[config.mk]
export PLATFORM = sky130hd
export DESIGN_NAME = ptp_stamp_latch
export DESIGN_NICKNAME = d
export VERILOG_FILES = /design/src/rtl/ptp_stamp_latch.sv
export SDC_FILE = /design/constraint.sdc
export NUM_CORES = 1
export LEC_CHECK = 0
export CAP_MARGIN = 10
export CORE_AREA = 8 8 212 214
export CTS_BUF_LIST = sky130_fd_sc_hd__clkbuf_8 sky130_fd_sc_hd__clkbuf_16
export CTS_CLUSTER_DIAMETER = 200
export DETAILED_ROUTE_END_ITERATION = 7
export DIE_AREA = 0 0 220 222
export PLACE_DENSITY = 0.76
export SETUP_SLACK_MARGIN = 0.5
export SKIP_LAST_GASP = 1
export SLEW_MARGIN = 25
export SYNTH_ARGS = -nofsm -noshare
export SYNTH_HDL_FRONTEND = slang
export SYNTH_SLANG_ARGS = --single-unit
[constraint.sdc]
create_clock -name clk -period 1.9 [get_ports clk]
set_input_delay 0.285 -clock clk [delete_from_list [all_inputs] [get_ports clk]]
set_output_delay 0.285 -clock clk [all_outputs]
set_load 0.01 [all_outputs]
[src/rtl/ptp_stamp_latch.sv]
module ptp_stamp_latch #(
  parameter int SEC_W = 48
) (
  input  logic             clk,
  input  logic             rst_n,
  input  logic [SEC_W-1:0] tod_sec,
  input  logic [29:0]      tod_ns,
  input  logic             tx_stb,
  input  logic             tx_is_ptp,
  input  logic [7:0]       tx_msg_type,
  input  logic [1:0]       tx_mode,
  input  logic             rx_stb,
  input  logic             rx_is_ptp,
  input  logic [7:0]       rx_msg_type,
  input  logic [1:0]       rx_mode,
  output logic [SEC_W-1:0] tx_ev_sec,
  output logic [29:0]      tx_ev_ns,
  output logic [SEC_W-1:0] tx_pe_sec,
  output logic [29:0]      tx_pe_ns,
  output logic [SEC_W-1:0] rx_ev_sec,
  output logic [29:0]      rx_ev_ns,
  output logic [SEC_W-1:0] rx_pe_sec,
  output logic [29:0]      rx_pe_ns,
  output logic [31:0]      tx_desc_lo,
  output logic [31:0]      tx_desc_hi,
  output logic [31:0]      rx_desc_lo,
  output logic [31:0]      rx_desc_hi,
  output logic             rx_ts_valid
);
  localparam int NS_W   = 30;
  localparam int WORD_W = 32;
  localparam int LO_SEC = WORD_W - NS_W;
  localparam int HI_SEC = 6 - LO_SEC;

  localparam logic [1:0] MODE_EVENT = 2'b01;
  localparam logic [1:0] MODE_ALL   = 2'b10;

  function automatic logic stamp_sel(logic [1:0] mode, logic ptp, logic [7:0] mt);
    return ptp && ((mode == MODE_EVENT && mt[3:2] == 2'b00) || mode == MODE_ALL);
  endfunction

  logic tx_evt, rx_evt, tx_take, rx_take;
  logic [WORD_W-1:0] lo_word, hi_word;
  logic unused_type_bits;

  assign tx_evt  = tx_stb && tx_is_ptp && tx_msg_type[3:2] == 2'b00;
  assign rx_evt  = rx_stb && rx_is_ptp && rx_msg_type[3:2] == 2'b00;
  assign tx_take = stamp_sel(tx_mode, tx_is_ptp, tx_msg_type);
  assign rx_take = stamp_sel(rx_mode, rx_is_ptp, rx_msg_type);
  assign lo_word = {tod_sec[LO_SEC-1:0], tod_ns};
  assign hi_word = {{(WORD_W-HI_SEC){1'b0}}, tod_sec[LO_SEC+HI_SEC-1:LO_SEC]};
  assign unused_type_bits = ^{tx_msg_type[7:4], tx_msg_type[0], rx_msg_type[7:4], rx_msg_type[0]};

  always_ff @(posedge clk) begin
    if (!rst_n) begin
      tx_ev_sec <= '0; tx_ev_ns <= '0; tx_pe_sec <= '0; tx_pe_ns <= '0;
      rx_ev_sec <= '0; rx_ev_ns <= '0; rx_pe_sec <= '0; rx_pe_ns <= '0;
    end else begin
      if (tx_evt && !tx_msg_type[1]) begin tx_ev_sec <= tod_sec; tx_ev_ns <= tod_ns; end
      if (tx_evt &&  tx_msg_type[1]) begin tx_pe_sec <= tod_sec; tx_pe_ns <= tod_ns; end
      if (rx_evt && !rx_msg_type[1]) begin rx_ev_sec <= tod_sec; rx_ev_ns <= tod_ns; end
      if (rx_evt &&  rx_msg_type[1]) begin rx_pe_sec <= tod_sec; rx_pe_ns <= tod_ns; end
    end
  end

  always_ff @(posedge clk) begin
    if (!rst_n) begin
      tx_desc_lo <= '0; tx_desc_hi <= '0;
      rx_desc_lo <= '0; rx_desc_hi <= '0; rx_ts_valid <= 1'b0;
    end else begin
      if (tx_stb) begin
        tx_desc_lo <= tx_take ? lo_word : '0;
        tx_desc_hi <= tx_take ? hi_word : '0;
      end
      if (rx_stb) begin
        rx_desc_lo  <= rx_take ? lo_word : '0;
        rx_desc_hi  <= rx_take ? hi_word : '0;
        rx_ts_valid <= rx_take;
      end
    end
  end

  assert_tx_event_capture_R2: assert property (@(posedge clk) disable iff (!rst_n)
    (tx_stb && tx_is_ptp && tx_msg_type[3:2] == 2'b00 && !tx_msg_type[1])
    |=> (tx_ev_sec == $past(tod_sec) && tx_ev_ns == $past(tod_ns)));

  assert_peer_keeps_event_R3: assert property (@(posedge clk) disable iff (!rst_n)
    (!rx_stb || rx_msg_type[1] || !rx_is_ptp) |=> $stable(rx_ev_ns) && $stable(rx_ev_sec));

  assert_rx_peer_capture_R4: assert property (@(posedge clk) disable iff (!rst_n)
    (rx_stb && rx_is_ptp && rx_msg_type[3:2] == 2'b00 && rx_msg_type[1])
    |=> (rx_pe_ns == $past(tod_ns) && rx_pe_sec == $past(tod_sec)));

  assert_no_stray_capture_R5: assert property (@(posedge clk) disable iff (!rst_n)
    !tx_stb |=> $stable(tx_ev_ns) && $stable(tx_pe_ns));

  assert_unselected_zero_R9: assert property (@(posedge clk) disable iff (!rst_n)
    (rx_stb && (rx_mode == 2'b00 || !rx_is_ptp)) |=> (!rx_ts_valid && rx_desc_lo == '0 && rx_desc_hi == '0));

  assert_mode_all_stamps_R8: assert property (@(posedge clk) disable iff (!rst_n)
    (rx_stb && rx_is_ptp && rx_mode == MODE_ALL)
    |=> (rx_ts_valid && rx_desc_lo == {$past(tod_sec[1:0]), $past(tod_ns)}));

  assert_desc_hold_R11: assert property (@(posedge clk) disable iff (!rst_n)
    !rx_stb |=> $stable(rx_desc_lo) && $stable(rx_ts_valid));
endmodule

==> summary.md <==
| Metric | Value |
|---|---|
| Critical Path Stages | 1 |
| Hold/Removal Path Class | in2reg |
| Final min period | 1.35 ns |
| Iteration count of the initial detailed-routing pass | 5 |
| Reg-to-Reg End | tx_ev_ns[16]$_SDFFE_PN0P_ |
| Core Area | 41,500 um2 |
| Largest net degree at the start of global routing | 44 |
| Max FO, Critical Path | 2 |
| Crit path max-delay cell type | dfxtp_1 |
| Max-cap viol count | 0 |
| First-pass GRT wire length | about 76,000 um |
| Final hold vios | 0 |
| CTS root buf | clkbuf_16 |
| Ys Warns | 0 |
| P&R area growth vs syn | 36.2% |
| Post-Synth XOR/XNOR Area | 0 |
| Synth Area in Compound Gates | 0.0387 |
| Share of cells above drive strength 1 | 0.296 |
| GRT Overall Usage | 0.199 |
| DRT iter0 DRCs | 677 |
| Power per cell area | ~910 nW/um2 |
| Cell variety after synth | 20 |
| Final setup TNS | 0 ns |
| Worst path max stage delay | 0.34 ns |
| Slew @ Worst Pin | 0.615 ns |
| Rows | 75 |
| Lkg Pwr | 9.47 nW |
| Initial cell density of the core | 0.346 |
| DIE AREA | 48,800 um2 |
| Power, Total | 17.8 mW |
| Clock Skew | 0 ns |
| Clk buf depth | 3 |
| Buf/Inv on CP | 1 |
| H-tree levels | 2 |
| DRC | 0 |
| Routability Congestion | ~0.84 |
| Post-synthesis adder-cell area fraction | 0 |
| Worst Setup Start Kind | flip-flop |
| Cells after Synth | 1,413 |
| Wire per inst | 20.8 um |
| Synthesized cell area | 14,400 um2 |
| Outcome | completed |
| Clock sink total | slightly below 400 |
| Initial antenna violation count | 0 |
| # IOs | 545 |
| Dpl cell area | 19,800 um2 |
| Min-delay src | rst_n |
| Post-Route WL | 51,300 um |
| Fin crit share | 0.709 |
| R2R Path Start | tx_ev_ns[16]$_SDFFE_PN0P_ |
| CTS buffer count | ~40 |
| Setup Viol. Count Final | 0 |
| Arrival time of the worst setup path | between 1 and 1.5 ns |
| Hold Path Cell Cnt | 3 |
| Syn Area/Cell | slightly above 10 um2 |
| Final instance area | 19,600 um2 |
| Nets | 1,996 |
| Most common cell after layout, fill and taps aside | nand2_1 |
| Die Height | 222 um |
| Simple-gate share of the synthesized area | 0.145 |
| R2r worst-path depth | 2 |
| Clock-pin slew on the worst setup and hold paths | 0.06 ns |
| Largest family of logic cells by synthesized area | multiplexers |
| Post-route ant nets | 0 |
| Port bufs | 478 |
| Vias per cell | between 4 and 5 |
| Grt ovf | 0 |
| Crit path required time | 1.62 ns |
| Via count | 11,943 |
| Crit-path leading delay family | flip-flops |
| Hold Worst Slack | around 0.12 ns |
| Kind of critical path | reg2out |
| Vias in the first global route | 12,346 |
| VDD IR max | 0.737 mV |
| Hold endpoint | rx_ev_ns[11]$_SDFFE_PN0P_ |
| Slew margin rel. | 0.590 |
| Count of pins over their slew limit | 0 |
| Worst-Skew Late Latency | 0.54 ns |
| Mux cell area share after synthesis | 0.217 |
| Filler Cell Count | roughly 3,900 |
| Die X | ~220 um |
| Element type at the critical path end | output pin |
| Commonest non-fill, non-tap cells in the layout | nand2_1, buf_2, dfxtp_1, mux2i_1, clkdlybuf4s50_1 |
| Finished Core Util | 0.472 |
| CTS tree | built |
| Seq/Total Area, Yosys | 0.536 |
| R2R Setup Slk | 1.23 ns |
| RSZ-0062 raised after global routing | false |
| Placed wire-length estimate | 36,500 um |
| Crit-path cells | buf_2 |
| Max Freq | 743 MHz |
| Flops & latches, synth | 385 |
==> synth_stat cells <==
| master | count | area, um2 |
|---|---|---|
| a21oi_1 | 2 | 10.0 |
| and2_1 | 1 | 6.26 |
| buf_1 | 4 | 15.0 |
| buf_2 | 29 | 145 |
| buf_4 | 59 | 443 |
| buf_6 | 3 | 33.8 |
| clkbuf_1 | 69 | 259 |
| conb_1 | 1 | 3.75 |
| dfxtp_1 | 385 | 7710 |
| inv_1 | 2 | 7.51 |
| mux2i_1 | 312 | 3120 |
| nand2_1 | 393 | 1480 |
| nand3_1 | 1 | 5.00 |
| nand3b_1 | 73 | 548 |
| nor2_1 | 1 | 3.75 |
| nor4_1 | 2 | 12.5 |
| nor4b_1 | 2 | 17.5 |
| o21ai_0 | 1 | 5.00 |
| o31ai_1 | 72 | 541 |
| or4b_1 | 1 | 10.0 |
==> power breakdown <==
part	internal (mW)	switching [mW]	total, mW	leakage, nW
sequential	8.19	0.0578	8.24	3.13
clock	4.90	3.35	8.25	0.713
combinational	0.501	0.787	1.29	5.63
total	13.6	4.20	17.8	9.47
==> per-layer routing <==
layer	part of all wire	wire length [um]	vias to the layer above	track usage
met5	0	0	-	0
met4	0.039	2020	0	0.0817
met3	0.089	4560	112	0.0697
met2	0.48	24900	440	0.339
met1	0.39	19900	5774	0.222
li1	-	-	5617	-
==> cell families after synthesis <==
| logic type | count (synthesis) |
|---|---|
| other | 1 |
| AND/OR/NAND/NOR | 474 |
| buffers and inverters | 166 |
| AO/OA/AOI/OAI | 75 |
| multiplexers | 312 |
| flip-flops | 385 |
==> worst reg2reg max path, stage by stage (launching register included) <==
cell and delay (ns):
dfxtp_1 0.34, nand2_1 0.08, mux2i_2 0.17
==> sequential cells by signal, summed over array words and instances (netlist names), 30 cells and up <==
name / count
rx_pe_ns: 30
rx_ev_ns: 30
rx_ev_sec: 48
tx_ev_sec: 48
tx_desc_lo: 32
tx_ev_ns: 30
rx_pe_sec: 48
tx_pe_sec: 48
rx_desc_lo: 32
tx_pe_ns: 30
==> through the flow <==
stage	std cells	setup slack (ns)
finish	2465	0.553
global route	2463	0.502
CTS	2461	0.413
detailed placement	2379	-0.309
global placement	2379	-0.285
floorplan	1468	0.438
==> what timing repair did <==
action / 4_1_cts / 5_1_grt
hold endpoints to repair: 0 / 0
pin swaps: 2 / 1
setup endpoints to repair: 510 / 22
resized for setup: 1590 / 8
hold buffers: 0 / 0
setup buffers: 5 / 2
gates cloned: 2 / 0
==> final cells by class <==
class	instances	area (um2)	area share
sequential	385	7750	0.396
multi-input combinational	918	6070	0.310
timing repair buffer	544	3650	0.186
clock buffer	52	1200	0.0613
tap	539	674	0.0345
clock inverter	23	214	0.0109
inverter	2	7.51	0.000384
antenna	2	5.00	0.000256
==> worst max-delay path by stage <==
stage,start,end,slack [ns]
final,tx_desc_lo[12]$_SDFFE_PN0P_,tx_desc_lo[12],0.55
after global placement,tx_mode[0],tx_desc_lo[29]$_SDFFE_PN0P_,-0.29
after CTS,rx_desc_lo[11]$_SDFFE_PN0P_,rx_desc_lo[11],0.41
after global routing,tx_desc_lo[10]$_SDFFE_PN0P_,tx_desc_lo[10],0.50
after detailed placement,tx_stb,tx_ev_sec[26]$_SDFFE_PN0P_,-0.31
after floorplan,rx_is_ptp,rx_pe_sec[27]$_SDFFE_PN0P_,0.44
Note: power is estimated with default switching activity, not from simulation.
